## config.mk

```make
export PLATFORM = sky130hd
export DESIGN_NAME = hbeat_watchdog
export DESIGN_NICKNAME = d
export VERILOG_FILES = /design/src/rtl/wdog_pkg.sv /design/src/rtl/hb_edge_sync.sv /design/src/rtl/wd_expiry_timer.sv /design/src/rtl/hbeat_watchdog.sv
export SDC_FILE = /design/constraint.sdc
export NUM_CORES = 1
export LEC_CHECK = 0
export CAP_MARGIN = 20
export CORE_MARGIN = 2
export CORE_UTILIZATION = 55
export CTS_CLUSTER_DIAMETER = 50
export DETAILED_ROUTE_END_ITERATION = 16
export DONT_BUFFER_PORTS = 1
export PLACE_DENSITY = 0.73
export SYNTH_ARGS = -nofsm -noshare
export SYNTH_HDL_FRONTEND = slang
export SYNTH_HIERARCHICAL = 1
export SYNTH_SLANG_ARGS = --single-unit
```

## constraint.sdc

```tcl
create_clock -name clk -period 1.8 [get_ports clk]
set_input_delay 0.27 -clock clk [delete_from_list [all_inputs] [get_ports clk]]
set_output_delay 0.27 -clock clk [all_outputs]
set_load 0.005 [all_outputs]
```

## src/rtl/wdog_pkg.sv

```systemverilog
package wdog_pkg;
  // Counter width for a terminal count of n ticks (at least one bit).
  function automatic int ctr_w(input int n);
    return (n <= 2) ? 1 : $clog2(n);
  endfunction
endpackage

```

## src/rtl/hb_edge_sync.sv

```systemverilog
module hb_edge_sync #(
  parameter int STAGES = 2
) (
  input  logic clk,
  input  logic rst,
  input  logic hb_async,
  output logic hb_edge
);
  logic [STAGES-1:0] sync_q;
  logic              last_q;

  generate
    for (genvar g = 0; g < STAGES; g++) begin : g_stage
      if (g == 0) begin : g_first
        always_ff @(posedge clk) begin
          if (rst) sync_q[0] <= 1'b0;
          else     sync_q[0] <= hb_async;
        end
      end else begin : g_next
        always_ff @(posedge clk) begin
          if (rst) sync_q[g] <= 1'b0;
          else     sync_q[g] <= sync_q[g-1];
        end
      end
    end
  endgenerate

  always_ff @(posedge clk) begin
    if (rst) last_q <= 1'b0;
    else     last_q <= sync_q[STAGES-1];
  end

  // Either polarity of change counts as activity.
  assign hb_edge = sync_q[STAGES-1] ^ last_q;
endmodule

```

## src/rtl/wd_expiry_timer.sv

```systemverilog
module wd_expiry_timer #(
  parameter int TIMEOUT_CYC = 160_000_000
) (
  input  logic clk,
  input  logic rst,
  input  logic clr,
  output logic expired
);
  localparam int CW = wdog_pkg::ctr_w(TIMEOUT_CYC);
  localparam logic [CW-1:0] LAST = CW'(TIMEOUT_CYC - 1);

  logic [CW-1:0] cnt_q;
  logic          exp_q;

  always_ff @(posedge clk) begin
    if (rst || clr) begin
      cnt_q <= '0;
      exp_q <= 1'b0;
    end else if (!exp_q) begin
      if (cnt_q == LAST) exp_q <= 1'b1;
      else               cnt_q <= cnt_q + 1'b1;
    end
  end

  assign expired = exp_q;
endmodule

```

## src/rtl/hbeat_watchdog.sv

```systemverilog
module hbeat_watchdog #(
  parameter int TIMEOUT_CYC = 160_000_000,
  parameter int SYNC_STAGES = 2
) (
  input  logic clk,
  input  logic rst,
  input  logic heartbeat,
  input  logic hb_float,
  input  logic sys_rst_n,
  input  logic supply_low,
  output logic wdog_n
);
  logic hb_edge;
  logic expired;
  logic tmr_clr;
  logic wdog_q;

  hb_edge_sync #(.STAGES(SYNC_STAGES)) u_sync (
    .clk      (clk),
    .rst      (rst),
    .hb_async (heartbeat),
    .hb_edge  (hb_edge)
  );

  // Edge, system reset and a floating pin all hold the count at zero;
  // a clear wins over expiry in the same cycle.
  assign tmr_clr = hb_edge | ~sys_rst_n | hb_float;

  wd_expiry_timer #(.TIMEOUT_CYC(TIMEOUT_CYC)) u_timer (
    .clk     (clk),
    .rst     (rst),
    .clr     (tmr_clr),
    .expired (expired)
  );

  always_ff @(posedge clk) begin
    if (rst) wdog_q <= 1'b1;
    else     wdog_q <= ~(expired | supply_low);
  end

  assign wdog_n = wdog_q;
endmodule

```

== Word-level counts from Yosys, hierarchy flattened ==
Cells that the tools add are included.
Word-level totals
  bits in registers: 33
  output and inout bits: 1
  logic and storage cells: 20
Cells by class
  add/subtract/negate cells: 1
  eq/ne operators: 1
  muxes and demuxes: 2
  bitwise logic cells: 8
  reduce and logical (&&, ||, !) cells: 2
Operators with widths (count)
  28-bit by 1-bit adder with 28-bit output (second input constant): 1
  28-bit == test (second input constant): 1
  1-bit inverter: 4
  1-bit OR: 3
  1-bit 2-to-1 mux: 2
  2-bit AND reduction: 1
  1-bit logical OR: 1
  1-bit bitwise XOR: 1

== Logic depth before layout (Yosys ltp) ==
  word-level depth: 4
  gate-level depth with buffers: 8
  depth with buffers taken out: 6

== By module ==
Netlist, hierarchy kept.
Modules (own cells, without submodules)
  wd_expiry_timer: instances 1, cells each 165, area an instance 1442.6 um^2
  hb_edge_sync: instances 1, cells each 7, area an instance 87.6 um^2
  hbeat_watchdog: instances 1, cells each 3, area an instance 36.3 um^2

== Worst setup path after synthesis ==
No wires, ideal clock.
  kind: flip-flop to flip-flop
  start point: reg u_sync.last_q
  end point: reg u_timer.cnt_q[3]
  library setup time: 59 ps
  arrival: 1825 ps
  data required time: 1741 ps
  slack: -84 ps
  stages on the path, launching flop included: 7
  buffers on the path: 1
  cell sequence: dfxtp_1 -> xor2_1 -> or3b_1 -> or2_2 -> clkbuf_1 -> or4_1 -> nand2_1
On the way
  longest elaborated chain between the ends: 4
RTL lines
  start: declaration: RTL line hb_edge_sync.sv:10  | logic last_q;
  start signal: assignment: RTL line hb_edge_sync.sv:30  | else last_q <= sync_q[STAGES-1];
  1-bit bitwise XOR: RTL line hb_edge_sync.sv:34  | assign hb_edge = sync_q[STAGES-1] ^ last_q;
  net hb_edge: RTL line hbeat_watchdog.sv:13  | logic hb_edge;
  1-bit OR (2 in a row): RTL line hbeat_watchdog.sv:27  | assign tmr_clr = hb_edge | ~sys_rst_n | hb_float;
  net tmr_clr: RTL line hbeat_watchdog.sv:15  | logic tmr_clr;
  1-bit logical OR: RTL line wd_expiry_timer.sv:16  | if (rst || clr) begin
  end signal: assignment: RTL line wd_expiry_timer.sv:21  | else cnt_q <= cnt_q + 1'b1;
  end: declaration: RTL line wd_expiry_timer.sv:12  | logic [CW-1:0] cnt_q;
The timed path passes the listed nets, and every way through them passes these cells.
A chain may end at the register's enable or synchronous reset.

== Worst setup path after layout ==
  start point: reg u_timer.cnt_q[18]
  end point: reg u_timer.cnt_q[9]
On the way
  longest elaborated chain between the ends: 3
RTL lines
  28-bit == test: RTL line wd_expiry_timer.sv:20  | if (cnt_q == LAST) exp_q <= 1'b1;
  1-bit inverter (no source line)
  2-bit AND reduction (no source line)
Every way passes these cells.

==> metrics.txt <==
Worst Path Arrival=2.05 ns; Port Buffers=0; antenna violations before repair=0; critical path endpoint category=register; drt pass-1 iters=4; area leader, netlist=dfxtp_1; vias per inst=6.10; sw power=0.258 mW; Die X=57.4 um; pre-CTS WS=-0.0441 ns; Rel. slew slack=0.727; final setup fails=7; Final Non-Filler Cells=240; FP Rows=19; Final Hold Vio Count=0; crit share post-route=1.02; Seq cells post-synth=33; WS Path Type=register to register; FFs w/ async S/R, synth=0; Layout fillers=188; worst skew pair latency=0.33 ns; Syn Nets=182; min-delay worst type=input port to register; Slew @ Worst Pin=0.407 ns; DRC viols=0; max-slew violations=0; Synth Flop Type=dfxtp_1; die footprint=3290 um^2; via count=1,463; Core Area=2730 um^2; clk slew on worst S/H paths=0.09 ns; failing checks=setup timing; RSZ-0062 raised after global routing=true; H-tree depth=2; Sink Count=33; share of the synthesized area in the top cell type=0.422; Num CTS Buffers=5; Mapped Area=1570 um^2; Tmin final=1.83 ns; die height=57.4 um; Seq/Total Area, Yosys=0.422; Clock Skew=0.00414 ns; n_diodes=0; sequential share of power=0.639; WL per Instance=15.8 um; VDD IR max=0.662 mV; startpoint class of the critical path=register; Starting DRT DRC Count=72; vias in the first global route=1,483; Worst Slack Setup Final=-0.0272 ns; MaxCap Viol Count=0; Ys Warns=6; grt ovf=0; dpl hpwl=2400 um; Switching Share=0.224; io pins=7; Inst Count DP=228; Logic pwr share=0.023; CP required=2.02 ns; Syn Inst Count=175; status=finished with violations; clock root buffer master=clkbuf_4; Post-synth EDFFs=0; Clk pwr share=0.338; Critical Path Fanout Max=10; Max Clock Freq=0.547 GHz; first-pass GRT wire length=6170 um; nets=215; Starting Density=0.573; TritonCTS clock tree=done; top post-synthesis cells by area=dfxtp_1, xnor2_1, nor2_1, or4_1, nand2_1; Distinct cells, synth=42; pin count of the biggest net entering global routing=21; LEAKAGE=0.689 nW; Total Power=1.15 mW; Int Pwr=0.895 mW; synth-to-layout area growth=28.7%; Pwr per Cell Area=572 nW/um^2; Fin Hold WS=0.0277 ns; total track usage=0.242; GPL Wtd Cong=0.740; syn_area_per_cell=8.95 um^2; final antenna-violating net count=0; WL final=3800 um; share of layout cells above drive strength 1=0.325; CTS max path bufs=2
-- Yosys cell counts (2+ instances only) --
library cell / n
nor2_1: 19
xor2_1: 4
nor3_1: 6
and2_1: 4
and3_1: 3
nor2b_1: 3
xnor2_1: 14
nand3_1: 8
o21ai_1: 2
nand4_1: 4
and4_1: 3
nand2_1: 14
o211ai_1: 3
inv_1: 5
clkbuf_1: 2
o21ai_0: 2
or3_1: 3
a21oi_2: 3
nor4_1: 4
or3b_1: 2
o31ai_1: 4
dfxtp_1: 33
a21oi_1: 4
or4_1: 8
-- routing by layer --
layer	part of all wire	routed length (um)	vias to the layer above	global-route usage
met5	0	0	-	0
met4	0.019	72	0	0.110
met3	0.049	188	11	0.0567
met2	0.52	1990	55	0.412
met1	0.41	1550	702	0.287
li1	-	-	695	-
-- layout make-up --
class,instances,area (um^2),share of cell area
clock buffers,6,41.3,0.0205
clock inverters,2,10.0,0.00497
inverters,5,18.8,0.00931
multi-input cells,132,957,0.475
flip-flops and latches,33,667,0.331
well taps,31,38.8,0.0192
repair buffers,31,283,0.140
-- metrics by stage --
step           TNS, ns   util  instance area, um^2
6_report        -0.107  0.737                 2020
5_1_grt         -0.555  0.737                 2020
4_1_cts         -0.146  0.686                 1880
3_5_place_dp    -0.264  0.652                 1780
3_3_place_gp         0  0.652                 1780
2_1_floorplan  -0.0373      -                 1580
-- path summary, 6_finish.rpt --
path,slack (ns),endpoint,depth (start not counted),startpoint
hold / removal,0.03,wdog_n,1,supply_low
setup reg to reg,-0.03,u_timer/cnt_q[9],6,u_timer/cnt_q[18]
setup / recovery,-0.03,u_timer/cnt_q[9],6,u_timer/cnt_q[18]
hold reg to reg,0.46,u_sync/sync_q[1],1,u_sync/sync_q[0]
-- worst max-delay path, stage by stage, from the launching register on --
cell	delay, ns
dfxtp_2	0.34
or4b_4	0.55
nor4_4	0.31
a21o_4	0.21
clkbuf_16	0.15
or4_4	0.11
a21oi_2	0.04
-- cells in the final DEF (no fill, tap or decap), types with 4 or more instances in the layout --
master,synthesis,layout
dfxtp_1,33,28
buf_4,0,27
nor2_1,19,19
nand2_1,14,14
xnor2_1,14,13
nand3_1,8,7
clkbuf_4,0,5
inv_1,5,5
or4_1,8,5
dfxtp_2,0,5
xor2_1,4,4
and2_1,4,4
nand4_1,4,4
o31ai_1,4,4
a21oi_2,3,4
nor3_1,6,4
nor4_2,1,4
-- timing repair --
action,4_1_cts,5_1_grt
gates resized for setup,7,21
setup buffers,0,2
endpoints found under the hold margin,3,0
endpoints found under the setup margin,10,17
hold buffers,1,0
cloned,0,2
pin swaps,2,6
-- cells by family after synthesis --
logic type | synth area share
flip-flops | 0.422
AND/OR/NAND/NOR | 0.335
AO/OA/AOI/OAI | 0.0959
adder cells (fa/ha/maj) | 0.00799
XOR/XNOR | 0.101
buffers and inverters | 0.0391
-- power by group through the flow --
stage | Clock [mW] | Combinational (mW) | Sequential [mW]
CTS | 0.406 | 0.0250 | 0.737
global placement | 0 | 0.0221 | 0.754
finish | 0.390 | 0.0268 | 0.737
detailed placement | 0 | 0.0226 | 0.754
global route | 0.425 | 0.0296 | 0.738
floorplan | 0 | 0.0170 | 0.754
-- registers in the layout, summed over array words and instances, names as in the netlist --
register and cells:
u_sync/last_q 1, u_timer/expired 1, wdog_n 1, u_sync/sync_q 2, u_timer/cnt_q 28
Power figures use the tool's default switching activity.
